===== config.mk =====
export PLATFORM = sky130hd
export DESIGN_NAME = gfxPlanarPath
export DESIGN_NICKNAME = d
export VERILOG_FILES = /design/src/rtl/gfxPlanarPkg.sv /design/src/rtl/gfxPlanarCtrl.sv /design/src/rtl/gfxPlanarDatapath.sv /design/src/rtl/gfxPlanarPath.sv
export SDC_FILE = /design/constraint.sdc
export NUM_CORES = 1
export LEC_CHECK = 0
export ABC_CLOCK_PERIOD_IN_PS = 2640
export CAP_MARGIN = 5
export CELL_PAD_IN_SITES_DETAIL_PLACEMENT = 0
export CELL_PAD_IN_SITES_GLOBAL_PLACEMENT = 2
export CORE_MARGIN = 5
export CORE_UTILIZATION = 30
export CTS_CLUSTER_SIZE = 16
export DETAILED_ROUTE_END_ITERATION = 12
export DONT_BUFFER_PORTS = 1
export PLACE_DENSITY_LB_ADDON = 0.2
export SLEW_MARGIN = 15
export SYNTH_ARGS = -nofsm -noshare
export SYNTH_HDL_FRONTEND = slang
export SYNTH_SLANG_ARGS = --single-unit
export TNS_END_PERCENT = 1

===== constraint.sdc =====
create_clock -name clk -period 2.64 [get_ports clk]
set_input_delay 0.264 -clock clk [delete_from_list [all_inputs] [get_ports clk]]
set_output_delay 0.264 -clock clk [all_outputs]
set_load 0.05 [all_outputs]

===== src/rtl/gfxPlanarPkg.sv =====
package gfxPlanarPkg;
  localparam int NPLANE = 4;
  localparam int BYTE_W = 8;
  localparam int IDX_W  = 4;
  localparam int ROT_W  = $clog2(BYTE_W);
  localparam int MAP_W  = $clog2(NPLANE);
  localparam int BUS_W  = NPLANE * BYTE_W;

  typedef enum logic [1:0] {OP_PASS = 2'd0, OP_AND = 2'd1, OP_OR = 2'd2, OP_XOR = 2'd3} aluOpE;

  typedef struct packed {
    logic [NPLANE-1:0] fillColor;
    logic [NPLANE-1:0] fillEnable;
    logic [NPLANE-1:0] cmpColor;
    logic [NPLANE-1:0] cmpCare;
    logic [NPLANE-1:0] planeEnable;
    logic [ROT_W-1:0]  rotCount;
    aluOpE             aluOp;
    logic [MAP_W-1:0]  readPlane;
    logic [1:0]        wrMode;
    logic              rdMode;
    logic [BYTE_W-1:0] bitMask;
  } cfgT;

  typedef struct packed {
    logic loadLatch;
    logic doWrite;
  } strobeT;
endpackage


===== src/rtl/gfxPlanarCtrl.sv =====
module gfxPlanarCtrl
  import gfxPlanarPkg::*;
(
  input  logic              clk,
  input  logic              rstN,
  input  logic              idxWr,
  input  logic              datWr,
  input  logic [BYTE_W-1:0] regWdata,
  input  logic              memRd,
  input  logic              memWr,
  output logic [BYTE_W-1:0] idxRdata,
  output logic [BYTE_W-1:0] datRdata,
  output cfgT               cfg,
  output strobeT            strobe
);
  logic [IDX_W-1:0] idxQ;

  always_ff @(posedge clk) begin
    if (!rstN) begin
      idxQ            <= '0;
      cfg             <= '0;
      cfg.bitMask     <= '1;
      cfg.planeEnable <= '1;
    end else begin
      if (idxWr) idxQ <= regWdata[IDX_W-1:0];
      if (datWr) begin
        case (idxQ)
          4'd0: cfg.fillColor   <= regWdata[NPLANE-1:0];
          4'd1: cfg.fillEnable  <= regWdata[NPLANE-1:0];
          4'd2: cfg.cmpColor    <= regWdata[NPLANE-1:0];
          4'd3: begin
            cfg.rotCount <= regWdata[ROT_W-1:0];
            cfg.aluOp    <= aluOpE'(regWdata[ROT_W+1:ROT_W]);
          end
          4'd4: cfg.readPlane   <= regWdata[MAP_W-1:0];
          4'd5: begin
            cfg.wrMode <= regWdata[1:0];
            cfg.rdMode <= regWdata[3];
          end
          4'd6: cfg.cmpCare     <= regWdata[NPLANE-1:0];
          4'd7: cfg.bitMask     <= regWdata;
          4'd8: cfg.planeEnable <= regWdata[NPLANE-1:0];
          default: ;
        endcase
      end
    end
  end

  always_comb begin
    datRdata = '0;
    case (idxQ)
      4'd0: datRdata[NPLANE-1:0] = cfg.fillColor;
      4'd1: datRdata[NPLANE-1:0] = cfg.fillEnable;
      4'd2: datRdata[NPLANE-1:0] = cfg.cmpColor;
      4'd3: datRdata[ROT_W+1:0]  = {cfg.aluOp, cfg.rotCount};
      4'd4: datRdata[MAP_W-1:0]  = cfg.readPlane;
      4'd5: datRdata[3:0]        = {cfg.rdMode, 1'b0, cfg.wrMode};
      4'd6: datRdata[NPLANE-1:0] = cfg.cmpCare;
      4'd7: datRdata             = cfg.bitMask;
      4'd8: datRdata[NPLANE-1:0] = cfg.planeEnable;
      default: datRdata = '0;
    endcase
  end

  assign idxRdata         = {{(BYTE_W-IDX_W){1'b0}}, idxQ};
  assign strobe.loadLatch = memRd;
  assign strobe.doWrite   = memWr;
endmodule


===== src/rtl/gfxPlanarDatapath.sv =====
module gfxPlanarDatapath
  import gfxPlanarPkg::*;
(
  input  logic              clk,
  input  logic              rstN,
  input  strobeT            strobe,
  input  cfgT               cfg,
  input  logic [BYTE_W-1:0] cpuWdata,
  input  logic [BUS_W-1:0]  planeRdData,
  output logic [BYTE_W-1:0] cpuRdata,
  output logic [BUS_W-1:0]  planeWrData,
  output logic [NPLANE-1:0] planeWrEn
);
  logic [BUS_W-1:0]    latchQ;
  logic [2*BYTE_W-1:0] rotWide;
  logic [BYTE_W-1:0]   rotByte;
  logic [BYTE_W-1:0]   matchVec [NPLANE];

  always_ff @(posedge clk) begin
    if (!rstN)                 latchQ <= '0;
    else if (strobe.loadLatch) latchQ <= planeRdData;
  end

  assign rotWide = {cpuWdata, cpuWdata} >> cfg.rotCount;
  assign rotByte = rotWide[BYTE_W-1:0];

  for (genvar p = 0; p < NPLANE; p++) begin : gPlane
    logic [BYTE_W-1:0] latchByte, fillByte, srcByte, aluByte, maskByte;
    assign latchByte = latchQ[p*BYTE_W +: BYTE_W];
    assign fillByte  = {BYTE_W{cfg.fillColor[p]}};

    always_comb begin
      case (cfg.wrMode)
        2'd0:    srcByte = cfg.fillEnable[p] ? fillByte : rotByte;
        2'd2:    srcByte = {BYTE_W{cpuWdata[p]}};
        2'd3:    srcByte = fillByte;
        default: srcByte = rotByte;
      endcase
      case (cfg.aluOp)
        OP_AND:  aluByte = srcByte & latchByte;
        OP_OR:   aluByte = srcByte | latchByte;
        OP_XOR:  aluByte = srcByte ^ latchByte;
        default: aluByte = srcByte;
      endcase
      maskByte = (cfg.wrMode == 2'd3) ? (rotByte & cfg.bitMask) : cfg.bitMask;
    end

    assign planeWrData[p*BYTE_W +: BYTE_W] = (cfg.wrMode == 2'd1) ? latchByte :
                                             ((aluByte & maskByte) | (latchByte & ~maskByte));
    assign matchVec[p] = ~(planeRdData[p*BYTE_W +: BYTE_W] ^ {BYTE_W{cfg.cmpColor[p]}})
                         | {BYTE_W{~cfg.cmpCare[p]}};
  end

  always_comb begin
    logic [BYTE_W-1:0] allMatch;
    allMatch = '1;
    for (int p = 0; p < NPLANE; p++) allMatch &= matchVec[p];
    cpuRdata = cfg.rdMode ? allMatch : planeRdData[cfg.readPlane*BYTE_W +: BYTE_W];
  end

  assign planeWrEn = strobe.doWrite ? cfg.planeEnable : '0;
endmodule


===== src/rtl/gfxPlanarPath.sv =====
module gfxPlanarPath
  import gfxPlanarPkg::*;
(
  input  logic        clk,
  input  logic        rstN,
  input  logic        idxWr,
  input  logic        datWr,
  input  logic [7:0]  regWdata,
  output logic [7:0]  idxRdata,
  output logic [7:0]  datRdata,
  input  logic        memRd,
  input  logic        memWr,
  input  logic [7:0]  cpuWdata,
  output logic [7:0]  cpuRdata,
  input  logic [31:0] planeRdData,
  output logic [31:0] planeWrData,
  output logic [3:0]  planeWrEn
);
  cfgT    cfg;
  strobeT strobe;

  gfxPlanarCtrl u_ctrl (
    .clk(clk), .rstN(rstN), .idxWr(idxWr), .datWr(datWr), .regWdata(regWdata),
    .memRd(memRd), .memWr(memWr), .idxRdata(idxRdata), .datRdata(datRdata),
    .cfg(cfg), .strobe(strobe)
  );

  gfxPlanarDatapath u_dp (
    .clk(clk), .rstN(rstN), .strobe(strobe), .cfg(cfg), .cpuWdata(cpuWdata),
    .planeRdData(planeRdData), .cpuRdata(cpuRdata), .planeWrData(planeWrData),
    .planeWrEn(planeWrEn)
  );
endmodule


==> run metrics, run 1 <==
port buffer count=0; Adder-Cell Fraction of Synth Area=6.10%; crit path max fanout=8; max-slew violations=0; Clock Path Buffers=2; Simple-Gate Fraction of Synth Area=between 10% and 20%; CTS tree=yes; clk sinks=74; clk_lat worst skew=about 0.34 ns; number of distinct library cells after synthesis=53; diode count=0; EDFF count, synth=0; initial DRC count=482; Hold WC Path Type=input pin to flip-flop; CP required=around 2.4 ns; Worst-Margin Slew=0.678 ns; DRT antenna net count=0; total CTS buffers=9; routability cong.=between 0.8 and 0.9; total power=roughly 3.7 mW; Yosys Warn Count=0; relative slew slack=a little over half; top cells by instance count after synthesis=79 x nand2_1, 74 x dfxtp_1, 59 x mux2i_1; Starting Density=between 30% and 40%; GR Util All Layers=about 20%; kind of critical path=flip-flop to output port; post-synthesis mux area share=between 10% and 20%; maxcap violations=0; Routed WL=about 26 mm; XOR/XNOR Fraction of Synth Area=under 10%; Die Span Y=approximately 160 um; final setup skew=about 0.0041 ns; largest family of logic cells by synthesized area=compound AO/OA/AOI/OAI gates; static leakage=about 3.5 nW; Synth Register Bits=74; Compound-Gate Fraction of Synth Area=between 20% and 30%; Pwr per Cell Area=between 400 and 500 mW/mm2; # rows=54; Initial DRT Pass Iterations=5; DR vias/cell=between 5 and 6; post-place instance area=between 0.008 and 0.009 mm2; endpoint class of the critical path=output port; failing checks=negative setup slack; post-layout min period=3.19 ns; H-Tree Level Count=3; Yosys top cell area share=between 20 and 25%; # setup viols final=32; Area contributors post-synth=dfxtp_1 23%, mux2i_1 9.0%, ha_1 6.1%; startpoint types=flip-flop; residual DRC count=0; area leader, netlist=dfxtp_1; worst vdd ir=0.000287 V; total gr overflow=0; f_max=314 MHz; wire length per cell=21.7 um; sequential element share of the synthesized area=22.6%; pin count of the biggest net entering global routing=67; post-route cell area=0.00888 mm2; Die ar.=approximately 0.025 mm2; Netlist Area Pre-Place=around 0.0066 mm2; Avg Synthesized Cell Area=between 8 and 9 um2; status=finished with violations; ys async rst share=0%; fraction of layout cells with a size suffix above 1=30.5%; first-pass GRT wire length=~39 mm; Area Growth Syn to Fin=35.3%; dpl hpwl=19.4 mm; most frequent cell after synthesis=nand2_1; Clock transition at path regs=0.06 ns; vias=around 6.5k; initial antenna violation count=0; unrepaired setup endpoints after global routing=yes; root buf cell=clkbuf_16; Core Box Area=0.0217 mm2; flop2flop setup slack=just over 0.5 ns; # IOs=approximately 110; Main synth FF type=dfxtp_1; nets@finish=just under 1k; number of global-route vias before repair=between 6k and 7k; Final Hold Fails=0; Gate Count Post-Synth=804; width of the die=approximately 160 um; Arr. time, crit path=2.92 ns; fin worst setup slack=-0.545 ns; Period Utilization, post-route=121%
through the flow:
step	worst slack [ns]	std cells	setup TNS, ns	utilization [%]	hold slack [ns]
finish	-0.545	1181	-14.69	41.0	0.0347
floorplan	-0.213	807	-5.63	-	0.388
CTS	-0.540	1180	-15.80	40.6	0.00120
detailed placement	-0.455	1159	-11.19	38.7	0.347
global placement	-0.392	1159	-9.38	38.7	0.338
global route	-0.644	1181	-19.03	41.0	0.0241
path summary, 6_finish.rpt:
path	end	start	cells past startpoint
worst min-delay path	u_ctrl.cfg[5]	rstN	1
worst min register to register	u_ctrl.cfg[21]	u_ctrl.cfg[21]	2
worst max-delay path	planeWrData[1]	u_ctrl.cfg[16]	10
worst max register to register	u_ctrl.cfg[10]	u_ctrl.idxQ[2]	6
cell usage in the layout (no fill, tap or decap), drive strengths merged, types with 2 or more instances in the layout:
master and count:
a211oi 32, a21boi 13, a21oi 41, a22oi 44, a32oi 8, and2 9, buf 143, bufinv 2
clkbuf 10, clkinv 2, clkinvlp 3, conb 4, dfxtp 74, ha 32, inv 45, mux2 5
mux2i 67, mux4 16, nand2 79, nand2b 6, nand3 29, nor2 40, nor2b 51, nor3 3
nor3b 6, nor4 3, o211ai 3, o21ai 62, o22ai 19, o2bb2ai 5, or3b 4, xor2 32
repair_timing:
action | in CTS | in global routing
pin swaps | 28 | 8
cloned | 0 | 0
hold endpoints to repair | 9 | 0
hold buffers | 1 | 0
resized for setup | 20 | 14
setup buffers | 4 | 1
endpoints found under the setup margin | 32 | 33
routing by layer:
| metal | share of wire [%] | vias to the layer above | routed length [um] | track usage, % |
|---|---|---|---|---|
| met4 | 3.1 | 0 | 788 | 6.95 |
| met5 | 0 | - | 0 | 0 |
| li1 | - | 3082 | - | - |
| met2 | 45 | 208 | 11500 | 31.6 |
| met3 | 5.8 | 40 | 1490 | 4.46 |
| met1 | 46 | 3166 | 11900 | 27.7 |
kinds of logic after synthesis:
logic type | after synthesis
and+or+nand+nor | 233
muxes | 88
xor gates and xnor gates | 32
other | 1
adders and majority gates | 32
DFF | 74
AOI/OAI and AO/OA | 232
buffers and inverters | 112
worst max-delay path, cell delays in order, from the launching register on:
cell and delay, ns:
dfxtp_4 0.42, mux4_2 0.58, mux2i_4 0.28, buf_4 0.16
a211oi_1 0.08, ha_1 0.30, nand2_1 0.07, a21oi_2 0.17
o21ai_1 0.09, a22oi_2 0.25, buf_12 0.17
where the power goes:
part / switching [mW] / total, mW / internal [mW]
clock network: 0.504 / 1.33 / 0.829
logic: 0.606 / 1.14 / 0.536
registers: 0.0704 / 1.23 / 1.16
total: 1.18 / 3.71 / 2.52
cell type report:
class | count | area, um2
Clock buffer | 10 | 229
Clock inverter | 6 | 91.3
Fill cell | 2180 | 12800
Inverter | 46 | 173
Multi-Input combinational cell | 621 | 4930
Sequential cell | 74 | 1490
Tap cell | 280 | 350
Timing Repair Buffer | 144 | 1620
state kept, by name (all words and copies together), names as in the netlist:
name and count:
u_dp.latchQ 32, u_ctrl.idxQ 4, u_ctrl.cfg 38
Note: power is estimated with default switching activity, not from simulation.
==> inputs of run 2 (changes only) <==
--- a/config.mk
+++ b/config.mk
@@ -5,6 +5,7 @@
 export SDC_FILE = /design/constraint.sdc
 export NUM_CORES = 1
 export LEC_CHECK = 0
+export ABC_AREA = 1
 export ABC_CLOCK_PERIOD_IN_PS = 2640
 export CAP_MARGIN = 5
 export CELL_PAD_IN_SITES_DETAIL_PLACEMENT = 0
==> run metrics, run 2 <==
status=finished with violations (unchanged); failing checks=negative setup slack (unchanged); relative slew slack=54.9% (was 54.7%); sequential element share of the synthesized area=21.4% (was 22.6%); ys async rst share=0% (unchanged); Final TNS setup=-5.19 ns (was -14.69 ns); Netlist Area Pre-Place=0.00691 mm2 (was 0.00657 mm2); wire length per cell=18.8 um (was 21.7 um); unrepaired setup endpoints after global routing=yes (unchanged); initial antenna violation count=0 (unchanged); Synth Register Bits=74 (unchanged); DR vias/cell=5.17 (was 5.50); routability cong.=0.867 (was 0.875); # setup viols final=32 (unchanged); top cells by instance count after synthesis=329 x nand2_1, 153 x o21ai_0, 128 x nor2_1 (was 79 x nand2_1, 74 x dfxtp_1, 59 x mux2i_1); clock network fraction of total power=30.5% (was 36.0%); most frequent cell after synthesis=nand2_1 (unchanged); highest-delay cell along the critical path=dfxtp_2 (was mux4_2); Crit Reg-Reg Startpoint=u_ctrl.idxQ[1] (was u_ctrl.idxQ[2]); final instance count without filler cells=1516 (was 1181); Die Span Y=162 um (was 158 um); Worst Setup SP=u_ctrl.cfg[15] (was u_ctrl.cfg[16]); biggest regs=u_ctrl.cfg (38), u_dp.latchQ (32), u_ctrl.idxQ (4) (unchanged); Gate Count Post-Synth=1148 (was 804); post-layout min period=2.86 ns (was 3.19 ns); total gr overflow=0 (unchanged); Sw Pwr=1.61 mW (was 1.18 mW); GR Util All Layers=21.4% (was 20.2%); Hold WC Path Type=input pin to flip-flop (unchanged); width of the die=162 um (was 158 um); final hold slack=0.0210 ns (was 0.0347 ns); # rows=55 (was 54); Pint=2.59 mW (was 2.52 mW); Reg with most FFs=u_ctrl.cfg (unchanged); Arr. time, crit path=2.60 ns (was 2.92 ns); clk_lat worst skew=0.34 ns (about the same); Switching Share=38.3% (was 31.9%); clk sinks=74 (unchanged); most common cell after layout, fill and taps aside=nand2_1 (was buf_4); max-slew violations=0 (unchanged); Clock Path Buffers=2 (unchanged); first-pass GRT wire length=44.1 mm (was 38.7 mm); Period Utilization, post-route=108% (was 121%); Largest register FFs=38 (unchanged); worst hold start=memRd (was rstN); worst stage delay on the critical path=0.34 ns (was 0.58 ns); maxcap violations=0 (unchanged); DRT antenna net count=0 (unchanged); # IOs=114 (unchanged); fraction of layout cells with a size suffix above 1=22.0% (was 30.5%); EDFF count, synth=0 (unchanged); initial DRC count=507 (was 482); Yosys Warn Count=0 (unchanged); Area contributors post-synth=dfxtp_1 21%, nand2_1 18%, o21ai_0 11% (was dfxtp_1 23%, mux2i_1 9.0%, ha_1 6.1%); H-Tree Level Count=3 (unchanged); Clock transition at path regs=0.07 ns (was 0.06 ns); Die ar.=0.0262 mm2 (was 0.0249 mm2); CP most frequent cell=nand2_1; Yosys top cell area share=21.4% (was 22.6%); worst vdd ir=0.000275 V (was 0.000287 V); Area Growth Syn to Fin=28.4% (was 35.3%); endpoint class of the critical path=output port (unchanged); pin count of the biggest net entering global routing=72 (was 67); final setup skew=0.00543 ns (was 0.00413 ns); Final Hold Fails=0 (unchanged); vias=7836 (was 6496); crit path max fanout=9 (was 8); Core Box Area=0.0226 mm2 (was 0.0217 mm2); sequential power share=29.9% (was 33.2%); root buf cell=clkbuf_16 (unchanged); startpoint types=flip-flop (unchanged); port buffer count=0 (unchanged); Pwr per Cell Area=474 mW/mm2 (was 417 mW/mm2); Initial DRT Pass Iterations=5 (unchanged); Worst-Margin Slew=0.675 ns (was 0.678 ns); nets@finish=1312 (was 982); most frequent cells in the layout=283 x nand2_1, 127 x nor2_1, 127 x o21ai_0 (was 100 x buf_4, 79 x nand2_1, 72 x dfxtp_1); static leakage=4.06 nW (was 3.50 nW); Main synth FF type=dfxtp_1 (unchanged); f_max=350 MHz (was 314 MHz); Starting Density=30.5% (was 30.3%); area leader, netlist=dfxtp_1 (unchanged); residual DRC count=0 (unchanged); Avg Synthesized Cell Area=6.02 um2 (was 8.17 um2); placed cells=1488 (was 1159); number of distinct library cells after synthesis=35 (was 53); kind of critical path=flip-flop to output port (unchanged); dpl hpwl=22.3 mm (was 19.4 mm); diode count=0 (unchanged); total CTS buffers=9 (unchanged); number of global-route vias before repair=7390 (was 6431); fin worst setup slack=-0.219 ns (was -0.545 ns); total power=4.20 mW (was 3.71 mW); CTS tree=yes (unchanged); Gate power share=39.6% (was 30.8%); worst-path cell chain=buf_12 -> inv_8 -> nand2_2 -> nand3_2 -> nand3_2 -> nand2_4 -> buf_4 -> nand2_1 -> nand2_1 -> nand2_1 -> nand3_1 -> ha_1 -> nand2_1 -> nand2_1 -> o21ai_1 -> nand4_1 -> nand2_1 -> nand2_2 -> buf_12 (was mux4_2 -> mux2i_4 -> buf_4 -> a211oi_1 -> ha_1 -> nand2_1 -> a21oi_2 -> o21ai_1 -> a22oi_2 -> buf_12); CP required=2.38 ns (about the same); Routed WL=28.5 mm (was 25.6 mm)
-- run 2: cell types whose count changed after synthesis, sizes merged, moves of 51 or more --
cell   before  now
mux2i      67    0
nor2b      51    0
o21ai      62  186
nand3      29   82
nor2       40  136
nand2      79  353
-- run 2: power groups by stage --
| stage | logic, mW | clock network, mW | registers (mW) |
|---|---|---|---|
| 6_report | 1.66 | 1.28 | 1.26 |
| 4_1_cts | 1.66 | 1.32 | 1.25 |
| 5_1_grt | 1.80 | 1.37 | 1.26 |
| 2_1_floorplan | 0.983 | 0 | 1.25 |
| 3_3_place_gp | 1.60 | 0 | 1.28 |
| 3_5_place_dp | 1.61 | 0 | 1.28 |
-- run 2: what timing repair did --
action / CTS / global route
setup endpoints to repair: 32 / 32
hold endpoints to repair: 2 / 0
gates resized for setup: 56 / 25
cloned: 0 / 0
pin swaps: 12 / 9
hold buffers: 3 / 0
setup buffers: 7 / 2
-- run 2: final timing paths --
path                          end  slack, ns  depth (start not counted)
setup / recovery  planeWrData[17]      -0.22                         19
setup reg to reg    u_ctrl.cfg[4]       0.87                          7
hold / removal    u_dp.latchQ[13]       0.02                          1
hold reg to reg    u_ctrl.cfg[18]       0.50                          2
-- run 2: critical path, delay by kind of cell (launching register included) --
kind / cells / cell delay (ns)
AOI/OAI and AO/OA: 1 / 0.11
adders and majority gates: 1 / 0.27
buffers and inverters: 4 / 0.47
DFF: 1 / 0.34
and+or+nand+nor: 13 / 1.04
-- run 2: layout make-up --
class,count,area (um2)
Clock buffer,10,239
Clock inverter,6,73.8
Fill cell,2453,13800
Inverter,79,307
Multi-Input combinational cell,940,5020
Sequential cell,74,1490
Tap cell,285,357
Timing Repair Buffer,122,1390
-- run 2: kinds of logic (layout without fill, tap and decap cells) --
logic type | Yosys count | in the layout | synth area share (%)
buffers and inverters | 137 | 217 | 8.58
adders and majority gates | 32 | 32 | 5.79
AOI/OAI and AO/OA | 295 | 295 | 24.1
DFF | 74 | 74 | 21.4
and+or+nand+nor | 608 | 608 | 39.9
other | 1 | 4 | 0.0543
xor gates and xnor gates | 1 | 1 | 0.127
-- run 2: routing by layer --
metal	GRT usage, %	vias up	part of all wire [%]
li1	-	4020	-
met1	29.5	3593	47
met2	35.2	190	47
met3	3.22	33	4.7
met4	5.07	0	1.8
met5	0	-	0
-- run 2: per-stage QoR --
stage	utilization, %	instance area, um2	setup slack (ns)
5_1_grt	39.2	8870	-0.442
6_report	39.2	8870	-0.219
2_1_floorplan	-	6930	0.262
4_1_cts	38.9	8800	-0.263
3_5_place_dp	36.6	8290	-0.0409
3_3_place_gp	36.6	8290	-0.00908
==> inputs of run 3 (changes only) <==
--- a/config.mk
+++ b/config.mk
@@ -6,7 +6,7 @@
 export NUM_CORES = 1
 export LEC_CHECK = 0
 export ABC_AREA = 1
-export ABC_CLOCK_PERIOD_IN_PS = 2640
+export ABC_CLOCK_PERIOD_IN_PS = 3550
 export CAP_MARGIN = 5
 export CELL_PAD_IN_SITES_DETAIL_PLACEMENT = 0
 export CELL_PAD_IN_SITES_GLOBAL_PLACEMENT = 2
==> constraint.sdc (replaced) <==
create_clock -name clk -period 3.55 [get_ports clk]
set_input_delay 0.355 -clock clk [delete_from_list [all_inputs] [get_ports clk]]
set_output_delay 0.355 -clock clk [all_outputs]
set_load 0.05 [all_outputs]
==> run metrics, run 3 (synthesized netlist as in run 2, its figures left out) <==
root buf cell=clkbuf_16 (unchanged); Clock Path Buffers=2 (unchanged); Period Utilization, post-route=90.9%; total power=2.76 mW (was 4.20 mW); worst vdd ir=0.000231 V (was 0.000275 V); worst hold stages=1 (unchanged); width of the die=162 um (unchanged); met3 usage=2.69% (was 3.22%); endpoint class of the critical path=output port (unchanged); Final Hold Fails=0 (unchanged); flop2flop setup slack=1.35 ns (was 0.87 ns); post-CTS resize count=0 (was 56); CTS tree=yes (unchanged); vias=7582 (was 7836); Die Span Y=162 um (unchanged); GR Util All Layers=20.8% (was 21.4%); final instance count without filler cells=1425 (was 1516); Core Box Area=0.0226 mm2 (unchanged); most common cell after layout, fill and taps aside=nand2_1 (unchanged); # IOs=114 (unchanged); Worst-Margin Slew=1.01 ns (was 0.675 ns); Crit Reg-Reg Startpoint=u_ctrl.idxQ[1] (unchanged); worst hold start=rstN (was memRd); unrepaired setup endpoints after global routing=yes (unchanged); status=finished, final reports clean (was finished with violations); # hold bufs at CTS=0 (was 3); relative slew slack=32.1% (was 54.9%); reg2reg path depth=7 (unchanged); post-layout min period=3.23 ns; initial antenna violation count=0 (unchanged); GRT met1 Usage=29.7% (was 29.5%); final hold slack=0.109 ns (was 0.0210 ns); DR vias/cell=5.32 (was 5.17); f_max=between 300 and 400 MHz; routability cong.=0.838 (was 0.867); # setup viols final=0 (was 32); # rows=55 (unchanged); Area Growth Syn to Fin=9.42% (was 28.4%); startpoint types=flip-flop (unchanged); clk_lat worst skew=0.33 ns (was 0.34 ns); gr busiest metal=met2 (unchanged); Pwr per Cell Area=365 mW/mm2 (was 474 mW/mm2); total gr overflow=0 (unchanged); worst hold endpoint=u_ctrl.cfg[21] (was u_dp.latchQ[13]); first-pass GRT wire length=42.8 mm (was 44.1 mm); dpl hpwl=21.2 mm (was 22.3 mm); clk sinks=74 (unchanged); max-slew violations=0 (unchanged); static leakage=3.43 nW (was 4.06 nW); residual DRC count=0 (unchanged); clock network fraction of total power=34.1% (was 30.5%); total CTS buffers=9 (unchanged); Switching Share=40.8% (was 38.3%); met2 Track Usage GR=33.2% (was 35.2%); placed cells=1409 (was 1488); fraction of layout cells with a size suffix above 1=11.7% (was 22.0%); initial DRC count=548 (was 507); number of global-route vias before repair=7020 (was 7390); H-Tree Level Count=3 (unchanged); port buffer count=0 (unchanged); pin count of the biggest net entering global routing=75 (was 72); R2R Path End=u_ctrl.cfg[4] (unchanged); Pint=1.63 mW (was 2.59 mW); Largest register FFs=38 (unchanged); Initial DRT Pass Iterations=5 (unchanged); most frequent cells in the layout=329 x nand2_1, 147 x o21ai_0, 127 x nor2_1 (was 283 x nand2_1, 127 x nor2_1, 127 x o21ai_0); Routed WL=28.1 mm (was 28.5 mm); Reg with most FFs=u_ctrl.cfg (unchanged); nets@finish=1221 (was 1312); Die ar.=0.0262 mm2 (unchanged); crit path max fanout=10 (was 9); CP required=3.19 ns (was 2.38 ns); sequential power share=34.5% (was 29.9%); Starting Density=30.5% (unchanged); DRT antenna net count=0 (unchanged); biggest regs=u_ctrl.cfg (38), u_dp.latchQ (32), u_ctrl.idxQ (4) (unchanged); Gate power share=31.4% (was 39.6%); post-CTS setup buffer count=0 (was 7); wire length per cell=19.7 um (was 18.8 um); diode count=0 (unchanged); Final TNS setup=0 ns (was -5.19 ns); Hold WC Path Type=input pin to flip-flop (unchanged); final setup skew=0.00694 ns (was 0.00543 ns); maxcap violations=0 (unchanged); Arr. time, crit path=2.87 ns (was 2.60 ns); kind of critical path=flip-flop to output port (unchanged); Clock transition at path regs=0.07 ns (about the same); Sw Pwr=1.12 mW (was 1.61 mW)
[run 3: cell count changes in the layout (fill, tap and decap cells not counted), sizes merged]
cell | before | now
buf | 119 | 31
dlygate4sd3 | 3 | 0
clkinv | 9 | 8
inv | 75 | 76
clkinvlp | 0 | 1
clkbuf | 10 | 9
[run 3: layout make-up]
| type | count | area [um2] |
|---|---|---|
| fill | 2512 | 15100 |
| clock buffer | 9 | 225 |
| timing repair buffer | 31 | 245 |
| multi-input combinational | 940 | 4860 |
| sequential | 74 | 1480 |
| tap | 285 | 357 |
| inverter | 79 | 304 |
| clock inverter | 7 | 83.8 |
[run 3: how the worst max path moves through the flow]
| stage | start | to | slack [ns] | cells past startpoint |
|---|---|---|---|---|
| global route | u_ctrl.cfg[9] | planeWrData[14] | -0.007 | 14 |
| detailed placement | u_ctrl.cfg[16] | planeWrData[13] | 0.44 | 17 |
| CTS | u_ctrl.cfg[16] | planeWrData[13] | 0.06 | 17 |
| floorplan | u_ctrl.cfg[26] | cpuRdata[0] | 0.77 | 5 |
| finish | u_ctrl.cfg[9] | planeWrData[4] | 0.32 | 14 |
| global placement | u_ctrl.cfg[16] | planeWrData[5] | 0.41 | 17 |
[run 3: layer usage]
layer / vias up / part of all wire (%) / wire, um
li1: 3834 / - / -
met1: 3519 / 49 / 13700
met2: 198 / 44 / 12500
met3: 31 / 4.8 / 1350
met4: 0 / 2.2 / 618
met5: - / 0 / 0
[run 3: stage by stage]
step / utilization (%) / cell area [um2] / setup slack, ns
after floorplan: - / 6920 / 0.769
after global placement: 32.0 / 7250 / 0.414
after detailed placement: 32.0 / 7250 / 0.438
after CTS: 33.4 / 7560 / 0.0577
after global routing: 33.4 / 7560 / -0.00701
final: 33.4 / 7560 / 0.324
[run 3: power by group through the flow]
stage / registers, mW / clock network (mW) / logic (mW)
2_1_floorplan: 0.930 / 0 / 0.730
3_3_place_gp: 0.971 / 0 / 0.864
3_5_place_dp: 0.970 / 0 / 0.870
4_1_cts: 0.951 / 0.961 / 0.873
5_1_grt: 0.958 / 0.996 / 0.954
6_report: 0.953 / 0.940 / 0.865
[run 3: worst max-delay path, cell delays in order (launching register included)]
cell and delay, ns:
dfxtp_1 0.37, inv_2 0.09, buf_4 0.23, nor2_4 0.35, nand2_2 0.22, nand3_1 0.14
ha_1 0.23, nand2_1 0.07, nand2_1 0.04, o21ai_1 0.09, inv_1 0.06, o21ai_0 0.14
nand4_1 0.11, nand2_1 0.08, nand2_1 0.30
